--- config.mk ---
export PLATFORM = sky130hd
export DESIGN_NAME = sio_cfg_port
export DESIGN_NICKNAME = d
export VERILOG_FILES = /design/src/rtl/sio_cfg_pkg.sv /design/src/rtl/sio_cfg_ctrl.sv /design/src/rtl/sio_cfg_regs.sv /design/src/rtl/sio_cfg_port.sv
export SDC_FILE = /design/constraint.sdc
export NUM_CORES = 1
export LEC_CHECK = 0
export ABC_AREA = 1
export BUFFER_PORTS_ARGS = -buffer_cell sky130_fd_sc_hd__buf_2
export CORE_MARGIN = 1
export CORE_UTILIZATION = 59
export DETAILED_ROUTE_END_ITERATION = 10
export GPL_TIMING_DRIVEN = 1
export PLACE_DENSITY = 0.86
export REMOVE_ABC_BUFFERS = 1
export SETUP_SLACK_MARGIN = 0.4
export SLEW_MARGIN = 40
export SYNTH_ARGS = -nofsm -noshare
export SYNTH_HDL_FRONTEND = slang
export SYNTH_HIERARCHICAL = 1
export SYNTH_SLANG_ARGS = --single-unit
--- constraint.sdc ---
create_clock -name clk -period 3.75 [get_ports clk]
set_input_delay 1.125 -clock clk [delete_from_list [all_inputs] [get_ports clk]]
set_output_delay 1.125 -clock clk [all_outputs]
set_load 0.01 [all_outputs]
--- src/rtl/sio_cfg_pkg.sv ---
`timescale 1ns/1ps
package sio_cfg_pkg;
  localparam int KEY_LEN = 4;
  localparam int KEY_CW = $clog2(KEY_LEN);
  localparam int PORT_BYTES = 2;

  localparam logic [7:0] IDX_CTRL    = 8'h02;
  localparam logic [7:0] IDX_LDN     = 8'h07;
  localparam logic [7:0] IDX_ID_HI   = 8'h20;
  localparam logic [7:0] IDX_ID_LO   = 8'h21;
  localparam logic [7:0] IDX_VER     = 8'h22;
  localparam logic [7:0] IDX_FEAT    = 8'h24;
  localparam logic [7:0] IDX_PORT_LO = 8'h65;
  localparam logic [7:0] EXIT_CODE   = 8'h02;
  localparam logic [7:0] LOCKED_READ = 8'hFF;

  typedef struct packed {
    logic                  wrLdn;
    logic                  wrFeat;
    logic [PORT_BYTES-1:0] wrPort;   // bit g writes port byte g (0 = low)
    logic [7:0]            data;
  } cfgStrobe_t;

  function automatic logic [7:0] keyByte(input logic [KEY_CW-1:0] step, input logic altBase);
    case (step)
      2'd0:    keyByte = 8'h87;
      2'd1:    keyByte = 8'h01;
      2'd2:    keyByte = 8'h55;
      default: keyByte = altBase ? 8'hAA : 8'h55;
    endcase
  endfunction
endpackage

--- src/rtl/sio_cfg_ctrl.sv ---
`timescale 1ns/1ps
module sio_cfg_ctrl
  import sio_cfg_pkg::*;
#(
  parameter int ADDR_W = 16,
  parameter logic [ADDR_W-1:0] BASE_A = 16'h002E,
  parameter logic [ADDR_W-1:0] BASE_B = 16'h004E
) (
  input  logic              clk,
  input  logic              rstN,
  input  logic              basePortSel,
  input  logic              ioWrEn,
  input  logic              ioRdEn,
  input  logic [ADDR_W-1:0] ioAddr,
  input  logic [7:0]        ioWrData,
  output logic              unlocked,
  output logic [7:0]        cfgIndex,
  output logic              dataRd,
  output cfgStrobe_t        strobe
);
  localparam logic [KEY_CW-1:0] KEY_LAST = KEY_CW'(KEY_LEN - 1);

  logic [ADDR_W-1:0] baseAddr;
  logic              idxHit, dataHit, idxWr, dataWr, exitWr;
  logic [KEY_CW-1:0] keyCount;

  always_comb begin
    baseAddr = basePortSel ? BASE_B : BASE_A;
    idxHit   = (ioAddr == baseAddr);
    dataHit  = (ioAddr == ADDR_W'(baseAddr + 1'b1));
    idxWr    = ioWrEn && idxHit;
    dataWr   = ioWrEn && dataHit && unlocked;
    exitWr   = dataWr && (cfgIndex == IDX_CTRL) && (ioWrData == EXIT_CODE);
    dataRd   = ioRdEn && dataHit;
  end

  always_ff @(posedge clk) begin
    if (!rstN) begin
      unlocked <= 1'b0;
      keyCount <= '0;
      cfgIndex <= '0;
    end else if (idxWr) begin
      if (!unlocked) begin
        if (ioWrData == keyByte(keyCount, basePortSel)) begin
          if (keyCount == KEY_LAST) begin
            unlocked <= 1'b1;
            keyCount <= '0;
          end else begin
            keyCount <= keyCount + KEY_CW'(1);
          end
        end else if (ioWrData == keyByte('0, basePortSel)) begin
          keyCount <= KEY_CW'(1);
        end else begin
          keyCount <= '0;
        end
      end else begin
        cfgIndex <= ioWrData;
      end
    end else if (exitWr) begin
      unlocked <= 1'b0;
      cfgIndex <= '0;
    end
  end

  always_comb begin
    strobe.wrLdn  = dataWr && (cfgIndex == IDX_LDN);
    strobe.wrFeat = dataWr && (cfgIndex == IDX_FEAT);
    for (int g = 0; g < PORT_BYTES; g++)
      strobe.wrPort[g] = dataWr && (cfgIndex == IDX_PORT_LO - 8'(g));
    strobe.data = ioWrData;
  end

  // unlocking happens only on the last key byte
  assert_unlock_key_R2: assert property (@(posedge clk) disable iff (!rstN)
    $rose(unlocked) |-> $past(idxWr && keyCount == KEY_LAST));
  // a first-key byte while locked always leaves matching at step two
  assert_key_restart_R3: assert property (@(posedge clk) disable iff (!rstN)
    (idxWr && !unlocked && ioWrData == 8'h87) |=> (keyCount == KEY_CW'(1)));
  // no register strobe while locked
  assert_locked_quiet_R4: assert property (@(posedge clk) disable iff (!rstN)
    !unlocked |-> (!strobe.wrLdn && !strobe.wrFeat && strobe.wrPort == '0));
  // exit code in the control register relocks
  assert_relock_R5: assert property (@(posedge clk) disable iff (!rstN)
    (unlocked && ioWrEn && dataHit && cfgIndex == IDX_CTRL && ioWrData == EXIT_CODE)
      |=> (!unlocked && cfgIndex == 8'h00));
endmodule

--- src/rtl/sio_cfg_regs.sv ---
`timescale 1ns/1ps
module sio_cfg_regs
  import sio_cfg_pkg::*;
#(
  parameter logic [15:0] CHIP_ID    = 16'h8716,
  parameter logic [7:0]  VERSION    = 8'h01,
  parameter logic [7:0]  FEAT_RESET = 8'h02,
  parameter logic [15:0] PORT_RESET = 16'h0820,
  parameter logic [7:0]  FLASH_LDN  = 8'h07,
  parameter int          PORT_LIMIT = 'h1000,
  parameter int          PORT_ALIGN = 8
) (
  input  logic       clk,
  input  logic       rstN,
  input  cfgStrobe_t strobe,
  input  logic [7:0] cfgIndex,
  output logic [7:0] cfgRdData,
  output logic [7:0] featReg,
  output logic [15:0] flashPortBase,
  output logic       flashPortValid
);
  localparam int ALIGN_BITS = $clog2(PORT_ALIGN);

  logic [7:0] ldnReg;
  logic [7:0] portByte [PORT_BYTES];
  logic       flashSel;

  assign flashSel = (ldnReg == FLASH_LDN);

  always_ff @(posedge clk) begin
    if (!rstN) begin
      ldnReg  <= '0;
      featReg <= FEAT_RESET;
    end else begin
      if (strobe.wrLdn)  ldnReg  <= strobe.data;
      if (strobe.wrFeat) featReg <= strobe.data;
    end
  end

  for (genvar g = 0; g < PORT_BYTES; g++) begin : gPortByte
    always_ff @(posedge clk) begin
      if (!rstN)                           portByte[g] <= PORT_RESET[8*g +: 8];
      else if (strobe.wrPort[g] && flashSel) portByte[g] <= strobe.data;
    end
    assign flashPortBase[8*g +: 8] = portByte[g];
  end

  assign flashPortValid = (flashPortBase != '0) && (32'(flashPortBase) < PORT_LIMIT)
                          && (flashPortBase[ALIGN_BITS-1:0] == '0);

  always_comb begin
    cfgRdData = 8'h00;
    case (cfgIndex)
      IDX_ID_HI: cfgRdData = CHIP_ID[15:8];
      IDX_ID_LO: cfgRdData = CHIP_ID[7:0];
      IDX_VER:   cfgRdData = VERSION;
      IDX_LDN:   cfgRdData = ldnReg;
      IDX_FEAT:  cfgRdData = featReg;
      default:   cfgRdData = 8'h00;
    endcase
    for (int g = 0; g < PORT_BYTES; g++)
      if (flashSel && cfgIndex == IDX_PORT_LO - 8'(g)) cfgRdData = portByte[g];
  end

  // feature write lands on the next edge
  assert_feat_write_R7: assert property (@(posedge clk) disable iff (!rstN)
    strobe.wrFeat |=> (featReg == $past(strobe.data)));
  // port base holds without a port strobe
  assert_port_hold_R8: assert property (@(posedge clk) disable iff (!rstN)
    (strobe.wrPort == '0) |=> $stable(flashPortBase));
  // port base holds when the flash device is not selected
  assert_port_ldn_R8: assert property (@(posedge clk) disable iff (!rstN)
    !flashSel |=> $stable(flashPortBase));
endmodule

--- src/rtl/sio_cfg_port.sv ---
`timescale 1ns/1ps
module sio_cfg_port
  import sio_cfg_pkg::*;
#(
  parameter int          ADDR_W     = 16,
  parameter logic [15:0] BASE_A     = 16'h002E,
  parameter logic [15:0] BASE_B     = 16'h004E,
  parameter logic [15:0] CHIP_ID    = 16'h8716,
  parameter logic [7:0]  VERSION    = 8'h01,
  parameter logic [7:0]  FEAT_RESET = 8'h02,
  parameter logic [15:0] PORT_RESET = 16'h0820
) (
  input  logic              clk,
  input  logic              rstN,
  input  logic              basePortSel,
  input  logic              ioWrEn,
  input  logic              ioRdEn,
  input  logic [ADDR_W-1:0] ioAddr,
  input  logic [7:0]        ioWrData,
  output logic [7:0]        ioRdData,
  output logic              cfgUnlocked,
  output logic              flashSuspend,
  output logic [2:0]        flashSegEn,
  output logic              lpcFlashWrEn,
  output logic              flashPinSel,
  output logic [15:0]       flashPortBase,
  output logic              flashPortValid
);
  cfgStrobe_t strobe;
  logic [7:0] cfgIndex, cfgRdData, featReg;
  logic       dataRd;

  sio_cfg_ctrl #(.ADDR_W(ADDR_W), .BASE_A(ADDR_W'(BASE_A)), .BASE_B(ADDR_W'(BASE_B))) i_ctrl (
    .clk(clk), .rstN(rstN), .basePortSel(basePortSel), .ioWrEn(ioWrEn), .ioRdEn(ioRdEn),
    .ioAddr(ioAddr), .ioWrData(ioWrData), .unlocked(cfgUnlocked), .cfgIndex(cfgIndex),
    .dataRd(dataRd), .strobe(strobe));

  sio_cfg_regs #(.CHIP_ID(CHIP_ID), .VERSION(VERSION), .FEAT_RESET(FEAT_RESET),
                 .PORT_RESET(PORT_RESET)) i_regs (
    .clk(clk), .rstN(rstN), .strobe(strobe), .cfgIndex(cfgIndex), .cfgRdData(cfgRdData),
    .featReg(featReg), .flashPortBase(flashPortBase), .flashPortValid(flashPortValid));

  always_comb begin
    if (!dataRd)           ioRdData = 8'h00;
    else if (!cfgUnlocked) ioRdData = LOCKED_READ;
    else                   ioRdData = cfgRdData;
  end

  assign flashSuspend = featReg[0];
  assign flashSegEn   = featReg[3:1];
  assign lpcFlashWrEn = featReg[4];
  assign flashPinSel  = featReg[5];

  // locked data reads see all ones
  assert_locked_read_R4: assert property (@(posedge clk) disable iff (!rstN)
    (!cfgUnlocked && dataRd) |-> (ioRdData == 8'hFF));
  // no data-port read, no data
  assert_idle_read_R10: assert property (@(posedge clk) disable iff (!rstN)
    !ioRdEn |-> (ioRdData == 8'h00));
endmodule

## Yosys cells after proc, flatten, opt, wreduce, memory -nomap -nowiden

Memories as Yosys holds them, arrays and structs flattened.
Index checks and enable logic that the tools add are counted.

- Add/sub/neg operators: 2
- Magnitude comparators: 1
- Equal/unequal tests: 18
- Muxes and demuxes: 35
- Bitwise logic cells: 3
- Reduce and logical (&&, ||, !) cells: 22

Operator list:

| kind | number |
|---|---|
| 8-bit 2-to-1 mux | 17 |
| 8-bit one-hot mux with 5 select lines | 1 |
| 16-bit == test | 2 |
| 8-bit by 6-bit == test with 1-bit output, second input constant | 4 |
| 8-bit one-hot mux with 3 select lines | 1 |
| 16-bit by 1-bit adder with 16-bit output, second input constant | 1 |
| 8-bit by 2-bit == test with 1-bit output, second input constant | 2 |
| 8-bit by 3-bit == test with 1-bit output, second input constant | 2 |
| 8-bit by 7-bit == test with 1-bit output, second input constant | 2 |
| 8-bit == test | 2 |
| 1-bit logical AND | 16 |
| 16-bit by 13-bit less-than comparator with 1-bit output, second input constant | 1 |
| 16-bit nonzero test | 1 |
| 1-bit 2-to-1 mux | 13 |
| 7-bit 2-to-1 mux | 1 |
| 2-bit == test, second input constant | 2 |
| 2-bit 2-to-1 mux | 2 |
| 2-bit AND reduction | 2 |
| 3-bit zero test | 1 |
| 2-bit by 1-bit adder with 2-bit output, second input constant | 1 |
| 2-bit by 1-bit == test with 1-bit output, second input constant | 1 |
| 2-bit zero test | 1 |
| 2-bit by 1-bit inequality test with 1-bit output, second input constant | 1 |
| 1-bit bitwise OR | 2 |
| other kinds (2) | 2 |

- Register bits: 27
- Bits in writable memories: 16
- Output and inout bits: 32
- Word-level logic and storage cells: 87
- Memories kept: 1

Memories:

| memory | depth | bits a word | rd ports | clocked after memory_dff | wr ports | RTL line | text |
|---|---|---|---|---|---|---|---|
| i_regs.portByte | 2 | 8 | 2 | 0 | 2 | sio_cfg_regs.sv:25 | `logic [7:0] portByte [PORT_BYTES];` |

## Depth between registers and ports, before layout

- Depth in word-level cells: 13
- Gate-level depth with buffers: 11

## By module

The synthesis kept the hierarchy.

Modules (own cells, without submodules):

| module | times used | cells each | area each (µm²) | seq. area each (µm²) |
|---|---|---|---|---|
| sio_cfg_regs | 1 | 212 | 1642.8 | 800.8 |
| sio_cfg_ctrl | 1 | 159 | 1024.7 | 220.2 |
| sio_cfg_port | 1 | 18 | 115.1 | 0.0 |

## Worst setup path before layout

Ideal clock, no wire load.

- Kind: in2out
- From: in ioAddr[15]
- To: out ioRdData[0]
- Data arrival time: 2015 ps
- Data required time: 2625 ps
- Slack: 610 ps
- Stages: 7
- Buffers on the path: 0
- Path through: nor2_1 > nand2_1 > nor2_4 > nand2_1 > nor3b_1 > inv_2 > a21oi_2

- Word-level cells in the longest chain between the ends: 3

RTL lines:

| element | RTL line | text |
|---|---|---|
| start, declared | sio_cfg_port.sv:18 | `input logic [ADDR_W-1:0] ioAddr,` |
| 16-bit == test | sio_cfg_ctrl.sv:30 | `dataHit = (ioAddr == ADDR_W'(baseAddr + 1'b1));` |
| 1-bit logical AND | sio_cfg_ctrl.sv:34 | `dataRd = ioRdEn && dataHit;` |
| net dataRd | sio_cfg_port.sv:31 | `logic dataRd;` |
| 8-bit 2-to-1 mux | sio_cfg_port.sv:44 | `if (!dataRd) ioRdData = 8'h00;` |
| end, declared | sio_cfg_port.sv:20 | `output logic [7:0] ioRdData,` |

The timed path passes the listed nets, and every way through them passes these cells.

## Worst setup path in the final report

- From: in ioAddr[11]
- To: out ioRdData[5]

Same word-level chain as after synthesis.

==> run metrics <==
post-DR wirelength/cell 14.78 microns; Worst Path Required 2.62 ns; post-synthesis async set-or-reset flop share 0%; vias per cell 5.658; Ports 61; DRT Pass-1 Iters 9; #FFs+latches synth 43; Ys Warns 6; setup slack at placement 0.1668 ns; relative slew slack 64.38%; Period minus WS final 3.389 ns; CTS Buf Count 5; layout cells sized above 1 29.91%; fin. max-slew vios 0; Final nets 481; # setup viols final 0; die width 70.68 microns; gr usage total 31.02%; Startpoint Class input pin; VDD IR max 0.2838 mV; Max FO, Critical Path 8; # fillers 350; status finished with violations; Reg area 1022 sq um; post-DP HPWL 5446 microns; Vias 2,829; CTS H-tree lvls 2; Crit path arrival time 2.26 ns; Synth Flop Type dfxtp_1; hold_buf cts 0; failing checks design-rule violations; area of the multi-input gates 1506 sq um; max-cap violations 0; hold endpoint i_ctrl/cfgIndex[7]; hold depth 2; remaining antenna violation count 0; post-synthesis cell count 389; Syn Std Cell Area 2783 sq um; Antenna diodes 0; P&R area growth vs syn 17.67%; post-route worst setup slack 0.3609 ns; P_leak 1.439 nW; reg2reg start i_ctrl/unlocked; drt drc 2; antenna violations before repair 0; Root Driver clkbuf_8; worst reg2reg path depth 6; core area 4444 sq um; CTS clk-pin slew, worst paths 0.08 ns; Yosys cell types 33; fin crit share 90.38%; Port Buffers 60; grt ovf 0; largest net degree at the start of global routing 27; setup TNS 0 ns; maximum root-to-sink buffer count 2; die area 4995 sq um; Setup CP Type in -> out; CTS tree yes; Post-synth EDFFs 16; unrepaired setup endpoints after global routing yes; overall power 0.8725 mW; clk_lat worst skew 0.30 ns; Util after Layout 73.68%; setup slack, reg-to-reg 1.66 ns; DRT iter0 DRCs 398; global-route wire length before repair 12,170 microns; DIE HEIGHT 70.68 microns; HP Start i_ctrl/cfgIndex[7]; final hold vios 0; Critical-path top delay cell nor3b_2; Clock Skews 0.009467 ns; Seq/Total Area, Yosys 36.69%; CTS Sinks 43; FP Rows 24; Final Wtd Congestion 0.8741; critical path, cell by cell buf_6 > nor2_4 > nand2_2 > nor2_4 > nand2_2 > nor3b_2 > inv_2 > a21oi_2 > buf_2; Largest stage delay, worst path 0.23 ns; Post-Syn Area per Cell 7.153 sq um; Max Fclk 0.2951 GHz; Worst R2R End i_regs/portByte[0][3]; measured slew at the worst slew-check pin 0.5343 ns; Critical Path Sink Type primary output; Hold WC Path Type reg -> reg; P per Cell Area 266.5 nW/um^2; vias in the first global route 2,570; Post-Route WL 7388 microns; starting density of the core 62.61%
## final cells by class
type | count | share of cell area, %
tap | 52 | 1.987
timing repair buffer | 67 | 12.11
clock inverter | 2 | 0.3821
multi-input combinational | 277 | 46.01
clock buffer | 6 | 2.216
sequential | 43 | 31.22
inverter | 53 | 6.076
## routing by layer
metal	GRT usage, %	wire (microns)
met1	41.91	3049
met2	52.00	3632
met3	4.131	548
met4	10.22	157
met5	0	0
## per-stage QoR
| stage | hold WS [ns] | instance area, sq um | instances |
|---|---|---|---|
| 3_5_place_dp | 0.4923 | 3060 | 487 |
| 3_3_place_gp | 0.4852 | 3059 | 487 |
| 6_report | 0.5036 | 3274 | 500 |
| 4_1_cts | 0.5049 | 3243 | 498 |
| 5_1_grt | 0.5339 | 3274 | 500 |
| 2_1_floorplan | 0.4654 | 2679 | 373 |
## cell usage in the layout, fill, tap and decap left out, types with 2 or more instances in the layout
cell      synthesis  final
nand3_2           5      5
ha_1              5      5
nor2_2            7      8
inv_2             6      6
nand2_2           9     13
nor3_1            8      8
clkbuf_8          0      5
o21ai_2           3      3
dfxtp_1          27     26
nand4_1           2      2
buf_2             2     53
inv_1            47     47
edfxtp_1         16     16
nand3_1          40     40
nand2_1          67     63
buf_6             1      7
nor2_4            7     11
o21ai_0          20     20
nand3b_1          4      4
nor4_1            2      2
a21oi_2           8      8
nor2_1           53     48
buf_4             9      7
a21oi_1          28     28
## power breakdown
group / total, mW / internal (mW) / switching, mW
Clock: 0.292 / 0.130 / 0.162
Combinational: 0.0813 / 0.0324 / 0.0489
Sequential: 0.499 / 0.492 / 0.00758
Total: 0.872 / 0.654 / 0.218
## logic make-up (layout without fill, tap and decap cells)
kind of cell | count (synthesis) | count (layout) | synth area share [%]
AO/OA/AOI/OAI | 61 | 61 | 12.55
XOR/XNOR | 2 | 2 | 0.8995
adder cells (fa/ha/maj) | 5 | 5 | 2.248
buffers and inverters | 69 | 128 | 10.88
flip-flops | 43 | 43 | 36.69
AND/OR/NAND/NOR | 209 | 209 | 36.74
## worst max-delay path by stage
stage	depth (start not counted)	startpoint	endpoint
2_1_floorplan	7	ioAddr[15]	ioRdData[0]
3_3_place_gp	9	ioAddr[15]	ioRdData[0]
3_5_place_dp	9	ioAddr[15]	ioRdData[5]
4_1_cts	9	ioAddr[8]	ioRdData[5]
5_1_grt	8	ioAddr[5]	ioRdData[5]
6_report	9	ioAddr[11]	ioRdData[5]
## Yosys cell counts, types with 2 or more instances
cell type | instances | area share [%]
nand2_1 | 67 | 9.0
nand3b_1 | 4 | 1.1
clkbuf_1 | 4 | 0.54
nand3_1 | 40 | 7.2
nor2_4 | 7 | 2.8
nor4_1 | 2 | 0.45
edfxtp_1 | 16 | 17
nor2_2 | 7 | 1.6
a21oi_1 | 28 | 5.0
ha_1 | 5 | 2.2
a21oi_2 | 8 | 2.5
nor2_1 | 53 | 7.1
buf_2 | 2 | 0.36
dfxtp_1 | 27 | 19
buf_4 | 9 | 2.4
o21ai_0 | 20 | 3.6
nand3_2 | 5 | 1.8
nand2_2 | 9 | 2.0
inv_1 | 47 | 6.3
inv_2 | 6 | 0.81
nand4_1 | 2 | 0.45
o21ai_2 | 3 | 0.94
nor3_1 | 8 | 1.4
## critical path: cells and delay by family
| family | cells | cell delay (ns) |
|---|---|---|
| buf+inv | 3 | 0.41 |
| compound gates | 1 | 0.15 |
| simple gates | 5 | 0.57 |
## repair_timing
action | 4_1_cts | 5_1_grt
pin swaps | 9 | 5
buffers inserted | 3 | 2
gates resized for setup | 19 | 3
endpoints found under the setup margin | 8 | 8
cloned | 0 | 0
## flip-flops by register name, summed over array words and instances, names as in the netlist
name             flops
i_regs/ldnReg        8
i_ctrl/keyCount      2
i_regs/featReg       8
i_regs/portByte     16
i_ctrl/unlocked      1
i_ctrl/cfgIndex      8
Note: power is estimated with default switching activity, not from simulation.
